<file path="config.mk">
export PLATFORM = sky130hd
export DESIGN_NAME = acq_scan_ctrl
export DESIGN_NICKNAME = d
export VERILOG_FILES = /design/src/rtl/acq_pkg.sv /design/src/rtl/acq_trig_cond.sv /design/src/rtl/acq_cfg_check.sv /design/src/rtl/acq_scan_timer.sv /design/src/rtl/acq_scan_ctrl.sv
export SDC_FILE = /design/constraint.sdc
export NUM_CORES = 1
export LEC_CHECK = 0
export BUFFER_PORTS_ARGS = -buffer_cell sky130_fd_sc_hd__buf_2
export CAP_MARGIN = 5
export CORE_UTILIZATION = 60
export DETAILED_ROUTE_END_ITERATION = 16
export GPL_TIMING_DRIVEN = 0
export HOLD_SLACK_MARGIN = 0.1
export PLACE_DENSITY_LB_ADDON = 0.15
export SLEW_MARGIN = 20
export SYNTH_ARGS = -nofsm -noshare
export SYNTH_HDL_FRONTEND = slang
export SYNTH_SLANG_ARGS = --single-unit
</file>
<file path="constraint.sdc">
create_clock -name clk_i -period 5.7 [get_ports clk_i]
set_clock_uncertainty 0.2 [all_clocks]
set_input_delay 1.14 -clock clk_i [delete_from_list [all_inputs] [get_ports clk_i]]
set_output_delay 1.14 -clock clk_i [all_outputs]
set_load 0.03 [all_outputs]
</file>
<file path="src/rtl/acq_pkg.sv">
package acq_pkg;
  typedef enum logic [1:0] {
    ST_IDLE = 2'd0,
    ST_WAIT = 2'd1,
    ST_SCAN = 2'd2,
    ST_DONE = 2'd3
  } acq_state_e;
endpackage

</file>
<file path="src/rtl/acq_trig_cond.sv">
module acq_trig_cond #(
  parameter int SYNC_N = 2
) (
  input  logic clk_i,
  input  logic rst_ni,
  input  logic trig_i,
  input  logic pol_i,
  output logic level_o,
  output logic edge_o
);
  logic [SYNC_N-1:0] sync_q;
  logic              prev_q;

  generate
    if (SYNC_N == 1) begin : g_one
      always_ff @(posedge clk_i or negedge rst_ni)
        if (!rst_ni) sync_q <= '0;
        else         sync_q <= trig_i;
    end else begin : g_chain
      always_ff @(posedge clk_i or negedge rst_ni)
        if (!rst_ni) sync_q <= '0;
        else         sync_q <= {sync_q[SYNC_N-2:0], trig_i};
    end
  endgenerate

  always_ff @(posedge clk_i or negedge rst_ni)
    if (!rst_ni) prev_q <= 1'b0;
    else         prev_q <= sync_q[SYNC_N-1];

  assign level_o = sync_q[SYNC_N-1] ^ pol_i;
  assign edge_o  = level_o & ~(prev_q ^ pol_i);

  // an edge event lasts one cycle
  a_r2_edge_single: assert property (@(posedge clk_i) disable iff (!rst_ni)
    edge_o |=> !edge_o);
endmodule

</file>
<file path="src/rtl/acq_cfg_check.sv">
module acq_cfg_check #(
  parameter int CNT_W  = 16,
  parameter int CH_MAX = 16,
  parameter int SCN_W  = 16,
  localparam int CHN_W = $clog2(CH_MAX) + 1
) (
  input  logic [CHN_W-1:0] chans_i,
  input  logic [SCN_W-1:0] scans_i,
  input  logic [CNT_W-1:0] samp_ivl_i,
  input  logic [CNT_W-1:0] scan_ivl_i,
  output logic             ok_o
);
  localparam int PROD_W = CNT_W + CHN_W;
  logic [PROD_W-1:0] need;

  assign need = PROD_W'(samp_ivl_i) * PROD_W'(chans_i);
  assign ok_o = (chans_i != '0) && (chans_i <= CHN_W'(CH_MAX)) &&
                (scans_i != '0) && (samp_ivl_i != '0) &&
                (PROD_W'(scan_ivl_i) >= need);
endmodule

</file>
<file path="src/rtl/acq_scan_timer.sv">
module acq_scan_timer #(
  parameter int CNT_W  = 16,
  parameter int CH_MAX = 16,
  localparam int CH_W  = $clog2(CH_MAX),
  localparam int CHN_W = CH_W + 1
) (
  input  logic             clk_i,
  input  logic             rst_ni,
  input  logic             launch_i,
  input  logic             halt_i,
  input  logic [CNT_W-1:0] samp_ivl_i,
  input  logic [CNT_W-1:0] scan_ivl_i,
  input  logic [CHN_W-1:0] chans_i,
  output logic             conv_o,
  output logic [CH_W-1:0]  chan_o,
  output logic             scan_end_o,
  output logic             slot_end_o
);
  logic [CNT_W-1:0] samp_cnt_q, scan_cnt_q;
  logic [CH_W-1:0]  chan_q;
  logic             in_scan_q, slot_q;

  assign conv_o     = in_scan_q && (samp_cnt_q == '0);
  assign chan_o     = chan_q;
  assign scan_end_o = conv_o && (CHN_W'(chan_q) == chans_i - CHN_W'(1));
  assign slot_end_o = slot_q && (scan_cnt_q == '0);

  always_ff @(posedge clk_i or negedge rst_ni) begin
    if (!rst_ni) begin
      samp_cnt_q <= '0;
      scan_cnt_q <= '0;
      chan_q     <= '0;
      in_scan_q  <= 1'b0;
      slot_q     <= 1'b0;
    end else if (halt_i) begin
      in_scan_q  <= 1'b0;
      slot_q     <= 1'b0;
      chan_q     <= '0;
    end else if (launch_i) begin
      in_scan_q  <= 1'b1;
      slot_q     <= 1'b1;
      samp_cnt_q <= '0;
      scan_cnt_q <= scan_ivl_i - CNT_W'(1);
      chan_q     <= '0;
    end else begin
      if (slot_q) begin
        if (scan_cnt_q == '0) slot_q <= 1'b0;
        else                  scan_cnt_q <= scan_cnt_q - CNT_W'(1);
      end
      if (in_scan_q) begin
        if (conv_o) begin
          samp_cnt_q <= samp_ivl_i - CNT_W'(1);
          if (scan_end_o) begin
            in_scan_q <= 1'b0;
            chan_q    <= '0;
          end else begin
            chan_q    <= chan_q + CH_W'(1);
          end
        end else begin
          samp_cnt_q <= samp_cnt_q - CNT_W'(1);
        end
      end
    end
  end

  // strobe channel never exceeds the programmed count
  a_r3_chan_range: assert property (@(posedge clk_i) disable iff (!rst_ni)
    conv_o |-> (CHN_W'(chan_o) < chans_i));
  // every scan has finished by the end of its interval slot
  a_r4_scan_fits: assert property (@(posedge clk_i) disable iff (!rst_ni)
    slot_end_o |-> (!in_scan_q || scan_end_o));
endmodule

</file>
<file path="src/rtl/acq_scan_ctrl.sv">
module acq_scan_ctrl
  import acq_pkg::*;
#(
  parameter int CNT_W  = 16,
  parameter int CH_MAX = 16,
  parameter int SCN_W  = 16,
  parameter int RT_W   = 16,
  parameter int SYNC_N = 2,
  localparam int CH_W  = $clog2(CH_MAX),
  localparam int CHN_W = CH_W + 1
) (
  input  logic             clk_i,
  input  logic             rst_ni,
  input  logic             start_i,
  input  logic             stop_i,
  input  logic             gated_i,
  input  logic             pol_i,
  input  logic             trig_i,
  input  logic [CHN_W-1:0] chans_i,
  input  logic [SCN_W-1:0] scans_i,
  input  logic [CNT_W-1:0] samp_ivl_i,
  input  logic [CNT_W-1:0] scan_ivl_i,
  input  logic [RT_W-1:0]  retrig_i,
  output logic             conv_o,
  output logic [CH_W-1:0]  chan_o,
  output logic             scan_done_o,
  output logic             acq_done_o,
  output logic             busy_o,
  output logic             cfg_err_o
);
  acq_state_e       state_q;
  logic [SCN_W-1:0] scans_q;
  logic [RT_W-1:0]  bursts_q;
  logic             err_q;

  logic level, edge_ev, cfg_ok;
  logic scan_end, slot_end, launch, halt;
  logic burst_fin, last_burst, pause, go;

  acq_trig_cond #(.SYNC_N(SYNC_N)) u_trig (
    .clk_i, .rst_ni, .trig_i, .pol_i,
    .level_o(level), .edge_o(edge_ev)
  );

  acq_cfg_check #(.CNT_W(CNT_W), .CH_MAX(CH_MAX), .SCN_W(SCN_W)) u_cfg (
    .chans_i, .scans_i, .samp_ivl_i, .scan_ivl_i, .ok_o(cfg_ok)
  );

  acq_scan_timer #(.CNT_W(CNT_W), .CH_MAX(CH_MAX)) u_timer (
    .clk_i, .rst_ni,
    .launch_i(launch), .halt_i(halt),
    .samp_ivl_i, .scan_ivl_i, .chans_i,
    .conv_o, .chan_o,
    .scan_end_o(scan_end), .slot_end_o(slot_end)
  );

  assign burst_fin  = (state_q == ST_SCAN) && scan_end &&
                      (scans_q + SCN_W'(1) == scans_i);
  assign last_burst = (retrig_i != '0) && (bursts_q + RT_W'(1) == retrig_i);
  assign pause      = gated_i && !level;
  assign go         = gated_i ? level : edge_ev;
  assign launch     = !stop_i &&
                      (((state_q == ST_WAIT) && go) ||
                       ((state_q == ST_SCAN) && slot_end && !burst_fin && !pause));
  assign halt       = stop_i || burst_fin;

  always_ff @(posedge clk_i or negedge rst_ni) begin
    if (!rst_ni) begin
      state_q  <= ST_IDLE;
      scans_q  <= '0;
      bursts_q <= '0;
      err_q    <= 1'b0;
    end else if (stop_i) begin
      state_q  <= ST_IDLE;
    end else begin
      unique case (state_q)
        ST_IDLE, ST_DONE: if (start_i) begin
          if (cfg_ok) begin
            state_q  <= ST_WAIT;
            scans_q  <= '0;
            bursts_q <= '0;
            err_q    <= 1'b0;
          end else begin
            err_q    <= 1'b1;
          end
        end
        ST_WAIT: if (launch) begin
          state_q <= ST_SCAN;
          if (!gated_i) scans_q <= '0;
        end
        ST_SCAN: begin
          if (burst_fin) begin
            bursts_q <= bursts_q + RT_W'(1);
            scans_q  <= '0;
            state_q  <= (gated_i || last_burst) ? ST_DONE : ST_WAIT;
          end else begin
            if (scan_end) scans_q <= scans_q + SCN_W'(1);
            if (slot_end && pause) state_q <= ST_WAIT;
          end
        end
        default: state_q <= ST_IDLE;
      endcase
    end
  end

  assign scan_done_o = scan_end;
  assign acq_done_o  = (state_q == ST_DONE);
  assign busy_o      = (state_q == ST_WAIT) || (state_q == ST_SCAN);
  assign cfg_err_o   = err_q;

  // strobes only while busy
  a_r1_conv_busy: assert property (@(posedge clk_i) disable iff (!rst_ni)
    conv_o |-> busy_o);
  // stop idles the block on the next cycle
  a_r10_stop_idle: assert property (@(posedge clk_i) disable iff (!rst_ni)
    stop_i |=> !busy_o && !conv_o);
  // a refused start leaves the block idle
  a_r9_err_idle: assert property (@(posedge clk_i) disable iff (!rst_ni)
    cfg_err_o |-> !busy_o);
  // done follows the final scan strobe
  a_r6_done_after_scan: assert property (@(posedge clk_i) disable iff (!rst_ni)
    $rose(acq_done_o) |-> $past(scan_done_o));
endmodule

</file>
Yosys cells after proc, flatten, opt, wreduce, memory -nomap -nowiden --
Cells that the tools add are included.
Storage, ports and cells: logic and storage cells 129, bits in registers 76, memory bits (read-only) 0, memory bits (writable) 0, bits in latches 0, memories kept 0, output and inout bits 9, bits of input ports 76
Operators by class: reduce and logical (&&, ||, !) cells 45, bitwise logic cells 6, mux-type cells 39, $mul 1, equality and inequality tests 17, add/subtract/negate cells 8, shift operators 0, magnitude comparators 2, div/mod/pow operators 0
Operator list (count):
- 2-to-1 mux 16 bit | 13
- subtractor 16 x 1 -> 16 bit (second input constant) | 4
- case mux 16 bit (3 select lines) | 1
- nonzero test 16 bit | 3
- adder 16 x 1 -> 16 bit (second input constant) | 2
- == test 16 bit | 2
- zero test 16 bit | 2
- case mux 16 bit (2 select lines) | 1
- >= comparator 16 x 21 -> 1 bit | 1
- multiplier 16 x 5 -> 21 bit | 1
- 2-to-1 mux 4 bit | 5
- logical AND 1 bit | 17
- 2-to-1 mux 2 bit | 7
- inequality test 2 bit (second input constant) | 6
- inequality test 3 bit (second input constant) | 4
- 2-to-1 mux 1 bit | 11
- case mux 2 bit (3 select lines) | 1
- AND reduction 3 bit | 2
- AND reduction 6 bit | 1
- nonzero test 2 bit | 3
- nonzero test 3 bit | 2
- == test 4 x 5 -> 1 bit | 1
- less-or-equal comparator 5 bit (second input constant) | 1
- AND reduction 5 bit | 1
- 15 further kinds | 26

Logic depth before layout (Yosys ltp) --
depth after elaboration 13, gate-level depth with buffers 29, mapped depth without buffers 25

Hierarchy --
Synthesis repeated with hierarchy kept, for this count alone.
Unflattened totals: cell total of the unflattened synthesis 1129, area total of the unflattened synthesis 9257.6 sq um
By module, submodules not included:
- acq_cfg_check | instances 1, cells an instance 367, area each 3062.9 sq um
- acq_scan_timer | instances 1, cells an instance 384, area each 3056.7 sq um
- acq_scan_ctrl | instances 1, cells an instance 371, area each 3031.7 sq um
- acq_trig_cond | instances 1, cells an instance 7, area each 106.4 sq um

Worst setup path before layout --
Ideal clock, no wire load.
path type input to register, start input chans_i[2], end register scans_q[3], buffers on the path 3, stages 24, setup time 0.092 ns, slack -1.611 ns, arrival time 7.019 ns, cells stage by stage clkbuf_1 -> clkbuf_1 -> and2_1 -> fa_1 -> fa_1 -> inv_1 -> fa_1 -> inv_1 -> ha_1 -> a21o_1 -> a31o_2 -> nor3_1 -> or2_2 -> o21ai_0 -> xnor2_1 -> ha_1 -> o2111ai_1 -> a2111oi_0 -> o31ai_1 -> a311oi_1 -> a32oi_1 -> or4_4 -> buf_4 -> o31ai_2
On the way: longest elaborated chain between the ends 12, elaborated cells between the ends (all ways) 24
RTL lines:
- start, declared | line acq_scan_ctrl.sv:19 | input logic [CHN_W-1:0] chans_i,
- parallel branches: the longest is 12 deep, another holds multiplier 16 x 5 -> 21 bit
- end signal, assigned | line acq_scan_ctrl.sv:97 | if (scan_end) scans_q <= scans_q + SCN_W'(1);
- end, declared | line acq_scan_ctrl.sv:32 | logic [SCN_W-1:0] scans_q;
Several ways; the timed one is not identified. A chain may end at the register's enable or synchronous reset.

Worst setup path after layout --
start input chans_i[4], end register scans_q[10]
The elaborated chain is that of the path after synthesis.

==> flow_metrics.tcl <==
set metrics [dict create \
    cts_tree "yes" \
    cp_top_family "buffers and inverters" \
    post-dp-hpwl_um 19420 \
    synth_fa_ha_area_frac 0.1646 \
    initial_core_util 0.6243 \
    root_buffer "clkbuf_16" \
    ir_worst_vdd_uv 193.2 \
    grt.overflow.total 0 \
    path_class "in2reg" \
    clk_pin_slew_ns 0.07 \
    nNetsFinal 1439 \
    ys_seq_area_frac 0.2065 \
    clkPwrFrac 0.180 \
    vias_per_cell 6.510 \
    synth_area_leaders "dfrtp_1, fa_1, ha_1, and2_1, nand2_1" \
    grt_pass1_vias 8986 \
    power_switching_mw 1.453 \
    gp_congestion 0.9831 \
    synth_cells 1129 \
    h-tree-depth 3 \
    cp_slowest_cell "fa_1" \
    setup_viol 35 \
    clockBufferDepth 2 \
    core-area_sq_mm 0.01475 \
    synth_edf_count 0 \
    ys_warn_count 0 \
    cts_buffers 9 \
    cp_data_arrival_time_ns 6.88 \
    synth.distinct_cells 81 \
    p_per_area_mw_per_mm2 273.4 \
    final_antenna_net_count 0 \
    post-route-min-period_ns 6.812 \
    drt-total-wl_um 28250 \
    worst_setup_path_start_kind "primary input" \
    fp.dieW_um 125.9 \
    yosysTopAreaCellShare 0.2065 \
    syn_area_sq_mm 0.009211 \
    synth_ff_type "dfrtp_1" \
    layout_common_cells "nand2_1, buf_2, dfrtp_1, inv_1, nor2_1" \
    slowest_delay_ns 0.56 \
    p_int_mw 1.723 \
    failed_checks "setup timing" \
    required_ns 5.77 \
    final_layout_size_suffix_gt1_frac 0.2437 \
    drt_iter0_drc 794 \
    synth_compound_area_frac 0.1993 \
    power_leakage_nw 4.967 \
    layout_commonest_cell "nand2_1" \
    period_share 1.195 \
    combPwrFrac 0.598 \
    synth_area_leader_cell "dfrtp_1" \
    cp_max_fo 10 \
    synth_xor_area_frac 0.07036 \
    chipHeight_um 125.9 \
    synthMuxAreaShare 0.03613 \
    grt_antenna_before_repair 0 \
    outcome "complete, but fails checks" \
    synthSimpleGateAreaFrac 0.2643 \
    first_pass_iters 7 \
    ios 85 \
    relSlewSlack 0.3259 \
    syn_nets 1301 \
    grt_start_max_net_pins 47 \
    drc_errors 0 \
    fin_ws_ns -1.112 \
    synth-seq-cells 76 \
    synth_top_family_by_area "simple AND/OR/NAND/NOR gates" \
    switching_share 0.4575 \
    row_count 44 \
    critPathBufInv 15 \
    ys_async_sr_fraction 1.000 \
    fin_setup_tns_ns -35.05 \
    hold_path.class "reg2reg" \
    hold_viol 0 \
    drv_slew 0 \
    drv_cap 0 \
    cpMostUsedCell "buf_4" \
    grt_pass1_wl_um 44220 \
    ctsHoldBuffers 0 \
    grt_usage 0.3465 \
    seqPwrFrac 0.222 \
    rsz0062_at_grt "yes" \
    clk_latency_ns 0.36 \
    port_buffers 81 \
    area_growth_pct 26.11 \
    syn_avg_cell_area_sq_um 8.159 \
    max_freq_mhz 146.8 \
    die_area_sq_mm 0.01585 \
    setup.worst_path.end_class "register" \
    pre_cts_ws_ns -2.123 \
    via_count 9479 \
    hold_slack_ns 0.1765 \
    cts.sinks 76 \
    diodes 0 \
    tightest_slew_ns 1.011 \
    final_util 0.7873 \
    wl_per_cell_um 19.40 \
]
-- cell families after synthesis --
group / Yosys count
adder cells (fa/ha/maj): 96
AND/OR/NAND/NOR: 451
AO/OA/AOI/OAI: 268
multiplexers: 32
buffers and inverters: 132
flip-flops: 76
XOR/XNOR: 74
-- synthesized netlist by cell type (all sizes together), types with 11 or more instances --
cell and n:
inv 79, nor3 34, dfrtp 76, nor2 74
clkbuf 36, mux2i 22, or3 24, nor4 23
xor2 34, nand3 34, nand2b 13, o31ai 41
and2 71, nand2 98, fa 42, ha 54
a21oi 61, o21ai 52, xnor2 40, a21o 11
buf 17, nand4 19, o22ai 16
-- final cells by class --
cell class | count | area (sq um)
timing repair buffer | 130 | 880.8
clock inverter | 7 | 57.56
inverter | 79 | 299.0
multi-input combinational | 921 | 7642
clock buffer | 9 | 225.2
fill | 1000 | 3138
tap | 184 | 230.2
sequential | 76 | 1902
buffer | 50 | 379.1
-- path summary, 6_finish.rpt --
check	endpoint	from	depth (start not counted)	slack [ns]
worst max register to register	u_timer.scan_cnt_q[12]$_DFFE_PN0P_	u_timer.samp_cnt_q[10]$_DFFE_PN0P_	18	0.47
min in group asynchronous	bursts_q[7]$_DFFE_PN0P_	rst_ni	1	0.51
worst min register to register	u_trig.sync_q[1]$_DFF_PN0_	u_trig.sync_q[0]$_DFF_PN0_	0	0.18
max in group asynchronous	u_timer.chan_o[2]$_DFFE_PN0P_	rst_ni	2	4.17
worst max-delay path	scans_q[10]$_DFFE_PN0P_	chans_i[4]	28	-1.11
worst min-delay path	u_trig.sync_q[1]$_DFF_PN0_	u_trig.sync_q[0]$_DFF_PN0_	0	0.18
-- worst register-to-register path, cell delays in order (launching register included) --
cell and delay (ns):
dfrtp_1 0.45, nor3_2 0.28, or4b_1 0.48, nor3_2 0.45, or4b_4 0.54, nor4_4 0.22
a21oi_2 0.11, o21ai_2 0.24, buf_6 0.15, buf_4 0.10, mux2i_1 0.25, ha_2 0.27
nand2_1 0.09, or3_4 0.36, or3_4 0.42, nor3_2 0.15, xor2_1 0.17, mux2i_1 0.09
o22ai_1 0.12
-- state kept, by name, summed over array words and instances (netlist names) --
name	count
state_q	2
u_timer.slot_q	1
u_timer.in_scan_q	1
u_trig.sync_q	2
scans_q	16
u_timer.samp_cnt_q	16
u_timer.chan_o	4
bursts_q	16
u_timer.scan_cnt_q	16
u_trig.prev_q	1
cfg_err_o	1
-- per-layer routing --
layer,up-vias,track usage,wire length (um)
met4,0,0.1205,895
met1,4549,0.4668,11860
li1,4350,-,-
met3,85,0.05480,2287
met2,495,0.5665,13210
met5,-,0,0
-- timing repair --
item                                    in CTS  in global routing
pin swaps                                   21                 13
buffers inserted                            37                  9
endpoints found under the setup margin      40                 39
gates cloned                                 2                  1
resized for setup                           96                 62
-- power by group through the flow --
stage,Clock (mW),Combinational [mW],Sequential (mW)
CTS,0.571,1.73,0.696
finish,0.573,1.90,0.704
detailed placement,0,1.49,0.705
global route,0.592,2.05,0.711
global placement,0,1.45,0.704
floorplan,0,1.13,0.685
-- per-stage QoR --
stage                     instance area [sq um]  total power, mW  std cells
after global routing                      11620            3.355       1456
after CTS                                 11180            2.996       1447
after detailed placement                  10110            2.198       1395
after global placement                    10080            2.155       1394
after floorplan                            9449            1.818       1129
final                                     11620            3.176       1456
Power figures use the tool's default switching activity.
